File: src/rtl/ser_shift_unit.sv
module ser_shift_unit #(
  parameter int DATA_W = 8,
  parameter int NIB_W  = 4,
  parameter int DIV_W  = 3
) (
  input  logic             clk,
  input  logic             rst_n,
  input  logic [NIB_W-1:0] bus_wdata,
  input  logic             wr_mode,
  input  logic             wr_lo,
  input  logic             wr_hi,
  input  logic             wr_pmode,
  input  logic             start,
  input  logic             irq_clr,
  input  logic             pre_tick,
  input  logic             sck_i,
  input  logic             sdi,
  output logic             sck_o,
  output logic             sck_oe,
  output logic             sdo,
  output logic             irq,
  output logic [NIB_W-1:0] nib_lo,
  output logic [NIB_W-1:0] nib_hi
);
  localparam int CNT_W = $clog2(DATA_W);
  localparam logic [CNT_W-1:0] LAST = CNT_W'(DATA_W - 1);

  typedef enum logic [1:0] {S_IDLE, S_WAIT, S_XFER, S_HOLD} st_t;

  st_t              st;
  logic [3:0]       mode_reg, mode_eff, run_mode;
  logic [CNT_W-1:0] bcnt;
  logic [DATA_W-1:0] shreg;
  logic [DIV_W-1:0] div, half_last;
  logic             first_low, sck_lvl, sck_prev, sdo_r, irq_r;
  logic             running, int_clk, tgl, fall_ev, rise_ev;
  logic             park, quiet, fall_go, fall_x, shift_en, done, abort_irq, clk_rst;

  assign running   = (st == S_WAIT) || (st == S_XFER);
  assign int_clk   = run_mode[1];
  assign half_last = DIV_W'((32'd1 << run_mode[3:2]) - 32'd1);
  assign tgl       = running && int_clk && pre_tick && (div == half_last);
  assign fall_ev   = int_clk ? (tgl && sck_lvl)  : (sck_prev && !sck_i);
  assign rise_ev   = int_clk ? (tgl && !sck_lvl) : (!sck_prev && sck_i);

  assign park      = wr_pmode && running;
  assign quiet     = !wr_mode && !park && !start;
  assign fall_go   = (st == S_WAIT) && fall_ev && quiet;
  assign fall_x    = (st == S_XFER) && fall_ev && quiet;
  assign shift_en  = (st == S_XFER) && rise_ev && quiet;
  assign done      = shift_en && (bcnt == LAST);
  assign abort_irq = (st == S_XFER) && !first_low && (wr_mode || (start && !wr_pmode));
  assign clk_rst   = wr_mode || park || ((st == S_XFER) && start) || !running;

  assign sck_oe = run_mode[0] && run_mode[1];
  assign sck_o  = sck_lvl;
  assign sdo    = sdo_r;
  assign irq    = irq_r;
  assign nib_lo = shreg[NIB_W-1:0];
  assign nib_hi = shreg[DATA_W-1:NIB_W];

  always_ff @(posedge clk or negedge rst_n) begin
    if (!rst_n) begin
      mode_reg <= '0;
      mode_eff <= '0;
      run_mode <= '0;
      sck_prev <= 1'b1;
    end else begin
      if (wr_mode) mode_reg <= bus_wdata[3:0];
      mode_eff <= mode_reg;
      if (st == S_IDLE) run_mode <= mode_eff;
      sck_prev <= sck_i;
    end
  end

  always_ff @(posedge clk or negedge rst_n) begin
    if (!rst_n) begin
      st        <= S_IDLE;
      bcnt      <= '0;
      first_low <= 1'b0;
    end else if (wr_mode) begin
      st        <= S_IDLE;
      bcnt      <= '0;
      first_low <= 1'b0;
    end else if (park) begin
      st        <= S_HOLD;
      bcnt      <= '0;
      first_low <= 1'b0;
    end else begin
      case (st)
        S_IDLE: if (start) st <= S_WAIT;
        S_WAIT: if (fall_go) begin
          st        <= S_XFER;
          first_low <= 1'b1;
        end
        S_XFER: if (start) begin
          st        <= S_WAIT;
          bcnt      <= '0;
          first_low <= 1'b0;
        end else if (shift_en) begin
          first_low <= 1'b0;
          bcnt      <= done ? '0 : bcnt + 1'b1;
          if (done) st <= S_IDLE;
        end
        default: st <= S_HOLD;
      endcase
    end
  end

  always_ff @(posedge clk or negedge rst_n) begin
    if (!rst_n) begin
      div     <= '0;
      sck_lvl <= 1'b1;
    end else if (clk_rst) begin
      div     <= '0;
      sck_lvl <= 1'b1;
    end else if (int_clk && pre_tick) begin
      if (div == half_last) begin
        div     <= '0;
        sck_lvl <= !sck_lvl;
      end else begin
        div <= div + 1'b1;
      end
    end
  end

  always_ff @(posedge clk or negedge rst_n) begin
    if (!rst_n) begin
      shreg <= '0;
      sdo_r <= 1'b1;
      irq_r <= 1'b0;
    end else begin
      if (wr_lo || wr_hi) begin
        if (wr_lo) shreg[NIB_W-1:0]      <= bus_wdata;
        if (wr_hi) shreg[DATA_W-1:NIB_W] <= bus_wdata;
      end else if (shift_en) begin
        shreg <= {sdi, shreg[DATA_W-1:1]};
      end
      if (fall_go || fall_x) sdo_r <= shreg[0];
      if (done || abort_irq) irq_r <= 1'b1;
      else if (irq_clr)      irq_r <= 1'b0;
    end
  end

  assert_irq_hold_R5: assert property (@(posedge clk) disable iff (!rst_n)
    (irq_r && !irq_clr) |=> irq_r);
  assert_abort_flag_R6: assert property (@(posedge clk) disable iff (!rst_n)
    (st == S_XFER && !first_low && wr_mode) |=> irq_r);
  assert_cnt_idle_R6: assert property (@(posedge clk) disable iff (!rst_n)
    (st != S_XFER) |-> (bcnt == '0));
  assert_first_low_quiet_R7: assert property (@(posedge clk) disable iff (!rst_n)
    (st == S_XFER && first_low && (wr_mode || start) && !irq_r) |=> !irq_r);
  assert_idle_high_R9: assert property (@(posedge clk) disable iff (!rst_n)
    (st == S_IDLE) |-> sck_lvl);
  assert_park_stays_R10: assert property (@(posedge clk) disable iff (!rst_n)
    (st == S_HOLD && !wr_mode) |=> (st == S_HOLD && !$rose(irq_r)));
endmodule

File: config.mk
export PLATFORM = sky130hd
export DESIGN_NAME = ser_shift_unit
export DESIGN_NICKNAME = d
export VERILOG_FILES = /design/src/rtl/ser_shift_unit.sv
export SDC_FILE = /design/constraint.sdc
export NUM_CORES = 1
export LEC_CHECK = 0
export ABC_AREA = 1
export CAP_MARGIN = 10
export CORE_ASPECT_RATIO = 0.7
export CORE_MARGIN = 2
export CORE_UTILIZATION = 25
export DETAILED_ROUTE_END_ITERATION = 8
export PLACE_DENSITY_LB_ADDON = 0.3
export SETUP_SLACK_MARGIN = 0.15
export SYNTH_ARGS = -nofsm -noshare
export SYNTH_HDL_FRONTEND = slang
export SYNTH_SLANG_ARGS = --single-unit
export TNS_END_PERCENT = 5
File: constraint.sdc
create_clock -name clk -period 5.7 [get_ports clk]
set_clock_uncertainty 0.1 [all_clocks]
set_input_delay 1.71 -clock clk [delete_from_list [all_inputs] [get_ports clk]]
set_output_delay 1.71 -clock clk [all_outputs]
set_load 0.01 [all_outputs]
==> flow_summary_export.csv <==
group,metric,value,unit
setup_path,path_common_cell,"nand2_1",
setup_path,crit_path_cell_trace,"clkdlybuf4s50_1 > inv_2 > nand2_2 > nor2_1 > nand4_1 > nand2_1 > nand3_1 > nand2_1 > nand2_1",
cells_and_area,nFillCells,695,
grt,grt_pass1_wl,6180,um
clock_network,htree_num_levels,2,
clock_network,hold_buffers,0,
logic_synthesis,synth_fa_ha_area_frac,0.0595,
run_status,status,"completed",
routing,drt_iter0_drc,47,
timing,finalSetupTns,0,ns
hold_path,hold_end,"mode_eff[0]",
grt,antenna_found_initial,0,
logic_synthesis,synth-compound-area-share,0.117,
setup_path,reg2regPathDepth,10,
routing,drtAntennaViolNets,0,
logic_synthesis,synthesis.nets,229,
clock_network,cts-root-buf,"clkbuf_8",
grt,grt-ovfl-total,0,
clock_network,clk_pin_slew,0.07,ns
grt,grt_pass1_vias,1269,
grt,track_usage,0.111,
logic_synthesis,synth_top_family_by_area,"simple AND/OR/NAND/NOR gates",
placement,hpwl,2790,um
hold_path,min_path_type,"reg -> reg",
floorplanning,design.core.area,6370,sq um
pwr,finalPower,0.000775,W
logic_synthesis,ys_types,23,
placement,globalplace.congestion,0.811,
timing,fmax,0.300,GHz
routing,num_vias,1392,
timing,slew_headroom,0.706,
routing,drc,0,
grt,grt_max_degree,34,
flow_run,cap_violations,0,
cells_and_area,nNetsFinal,261,
logic_synthesis,yosysWarnings,0,
clock_network,cts_buffer_depth,2,
logic_synthesis,synth_xor_area_frac,0.0104,
cells_and_area,drive_gt1_frac,0.0840,
pwr,vdd_ir_drop_max,0.105,mV
floorplanning,start_util,0.264,
timing,layout_min_cycle_time,3.33,ns
cells_and_area,diodes,0,
clock_network,cts.sinks,33,
setup_path,worst-setup-path-type,"in -> reg",
setup_path,worst-endpoint-arrival,3.41,ns
hold_path,worstHoldPathCells,0,
logic_synthesis,syn_area_per_cell,8.17,sq um
timing,setup_viol,0,
pwr,powerDensity,362,nW/um^2
hold_path,holdCritStartpoint,"mode_reg[0]",
timing,rsz0062_at_grt,"false",
clock_network,cts_tree,"built",
setup_path,path_max_fanout,9,
cells_and_area,most-common-layout-cells,"nand2_1, dfrtp_1, inv_1, o21ai_0, clkdlybuf4s50_1",
setup_path,critical-path-max-stage-delay,0.54,ns
floorplanning,die-area,7410,sq um
setup_path,r2r-start,"st[0]",
floorplanning,dieHeight,72.6,um
logic_synthesis,syn_inst,206,
setup_path,r2r-end,"st[1]",
floorplanning,die_w,102,um
timing,timing_worst_slew_pin_value,0.441,ns
setup_path,reg2reg_slack,3.47,ns
routing,routedWlPerCell,11.6,um
timing,final_hold_viol_count,0,
logic_synthesis,netlist_area,1680,sq um
logic_synthesis,synth-simple-area-share,0.244,
floorplanning,ios,27,
setup_path,critPathLaunchType,"input pin",
timing,finalMaxSlewViolations,0,
cells_and_area,top_register,"shreg",
routing,drt_first_pass_iters,4,
placement,numPortBuffers,26,
floorplanning,rows,24,
logic_synthesis,ys_ff_latch,33,
logic_synthesis,yosysSeqAreaShare,0.493,
timing,fin_crit_sh,0.584,
routing,via_per_inst,4.23,
setup_path,critPathCaptureType,"register",
cells_and_area,final_common_cell,"nand2_1",
cells_and_area,area_delta_synth_final,27.4,%
clock_network,cts_resized,0,
pwr,p_leak,1.02,nW
clock_network,numCtsBuffers,5,
clock_network,postCtsSetupBuffers,0,
routing,wl,3800,um
clock_network,clock_latency,0.29,ns
setup_path,critical_path_required,5.78,ns
logic_synthesis,synth.area.mux_share,0.00669,
cells_and_area,largest_reg_flops,8,
setup_path,critPathSlowestCell,"clkdlybuf4s50_1",
## synth_stat cells
| cell type | number | area share |
|---|---|---|
| nand2_1 | 63 | 0.14 |
| dfrtp_1 | 30 | 0.45 |
| inv_1 | 28 | 0.062 |
| o21ai_0 | 26 | 0.077 |
| nor2_1 | 12 | 0.027 |
| nand3_1 | 9 | 0.027 |
| ha_1 | 8 | 0.059 |
| a21oi_1 | 5 | 0.015 |
| nand4_1 | 4 | 0.015 |
| dfstp_2 | 3 | 0.047 |
| nand2_2 | 3 | 0.011 |
| clkbuf_1 | 2 | 0.0045 |
| nand2_4 | 2 | 0.013 |
| o211ai_1 | 2 | 0.0089 |
| a21o_1 | 1 | 0.0045 |
| a22o_2 | 1 | 0.0059 |
| a32o_1 | 1 | 0.0059 |
| inv_2 | 1 | 0.0022 |
| mux2_2 | 1 | 0.0067 |
| nor2_2 | 1 | 0.0037 |
| nor2_4 | 1 | 0.0067 |
| xnor2_1 | 1 | 0.0052 |
| xor2_1 | 1 | 0.0052 |
## area by class of cell
| class | instances | area, sq um | area share |
|---|---|---|---|
| Sequential cell | 33 | 830 | 0.387 |
| Timing Repair Buffer | 27 | 268 | 0.125 |
| Multi-Input combinational cell | 142 | 737 | 0.344 |
| Clock buffer | 7 | 86.3 | 0.0403 |
| Tap cell | 91 | 114 | 0.0531 |
| Inverter | 29 | 109 | 0.0508 |
## through the flow
step | instance area (sq um) | setup slack, ns | utilization | hold WS (ns) | instances
after floorplan | 1680 | 2.93 | - | 0.254 | 206
after global placement | 2060 | 2.11 | 0.323 | 0.265 | 322
after detailed placement | 2060 | 2.10 | 0.323 | 0.270 | 322
after CTS | 2140 | 2.39 | 0.337 | 0.292 | 329
after global routing | 2140 | 2.18 | 0.337 | 0.301 | 329
final | 2140 | 2.37 | 0.337 | 0.288 | 329
## routing by layer
metal	GRT usage	wire, um
met1	0.166	2000
met2	0.143	1550
met3	0.0489	231
met4	0.0311	25
met5	0	0
## power breakdown
group	internal [W]	switching (W)
Clock	0.0000957	0.0000834
Sequential	0.000284	0.0000412
Combinational	0.000114	0.000156
## worst max-delay path, delay by kind of cell
family                 cells  cell delay (ns)
buffers and inverters      2             0.75
AND/OR/NAND/NOR            7             0.96
## how the worst max path moves through the flow
| stage | start | to | slack, ns | cells after the start |
|---|---|---|---|---|
| after floorplan | wr_pmode | shreg[7] | 2.93 | 8 |
| after global placement | wr_mode | shreg[2] | 2.11 | 10 |
| after detailed placement | wr_mode | st[0] | 2.10 | 9 |
| after CTS | wr_mode | st[0] | 2.39 | 9 |
| after global routing | wr_mode | st[0] | 2.18 | 9 |
| final | wr_mode | st[1] | 2.37 | 9 |
## logic make-up after synthesis
family,Yosys count
AOI/OAI and AO/OA,36
xor gates and xnor gates,2
buffers and inverters,31
DFF,33
muxes,1
adders and majority gates,8
and+or+nand+nor,95
No activity file was read; power rests on OpenSTA's default activity.
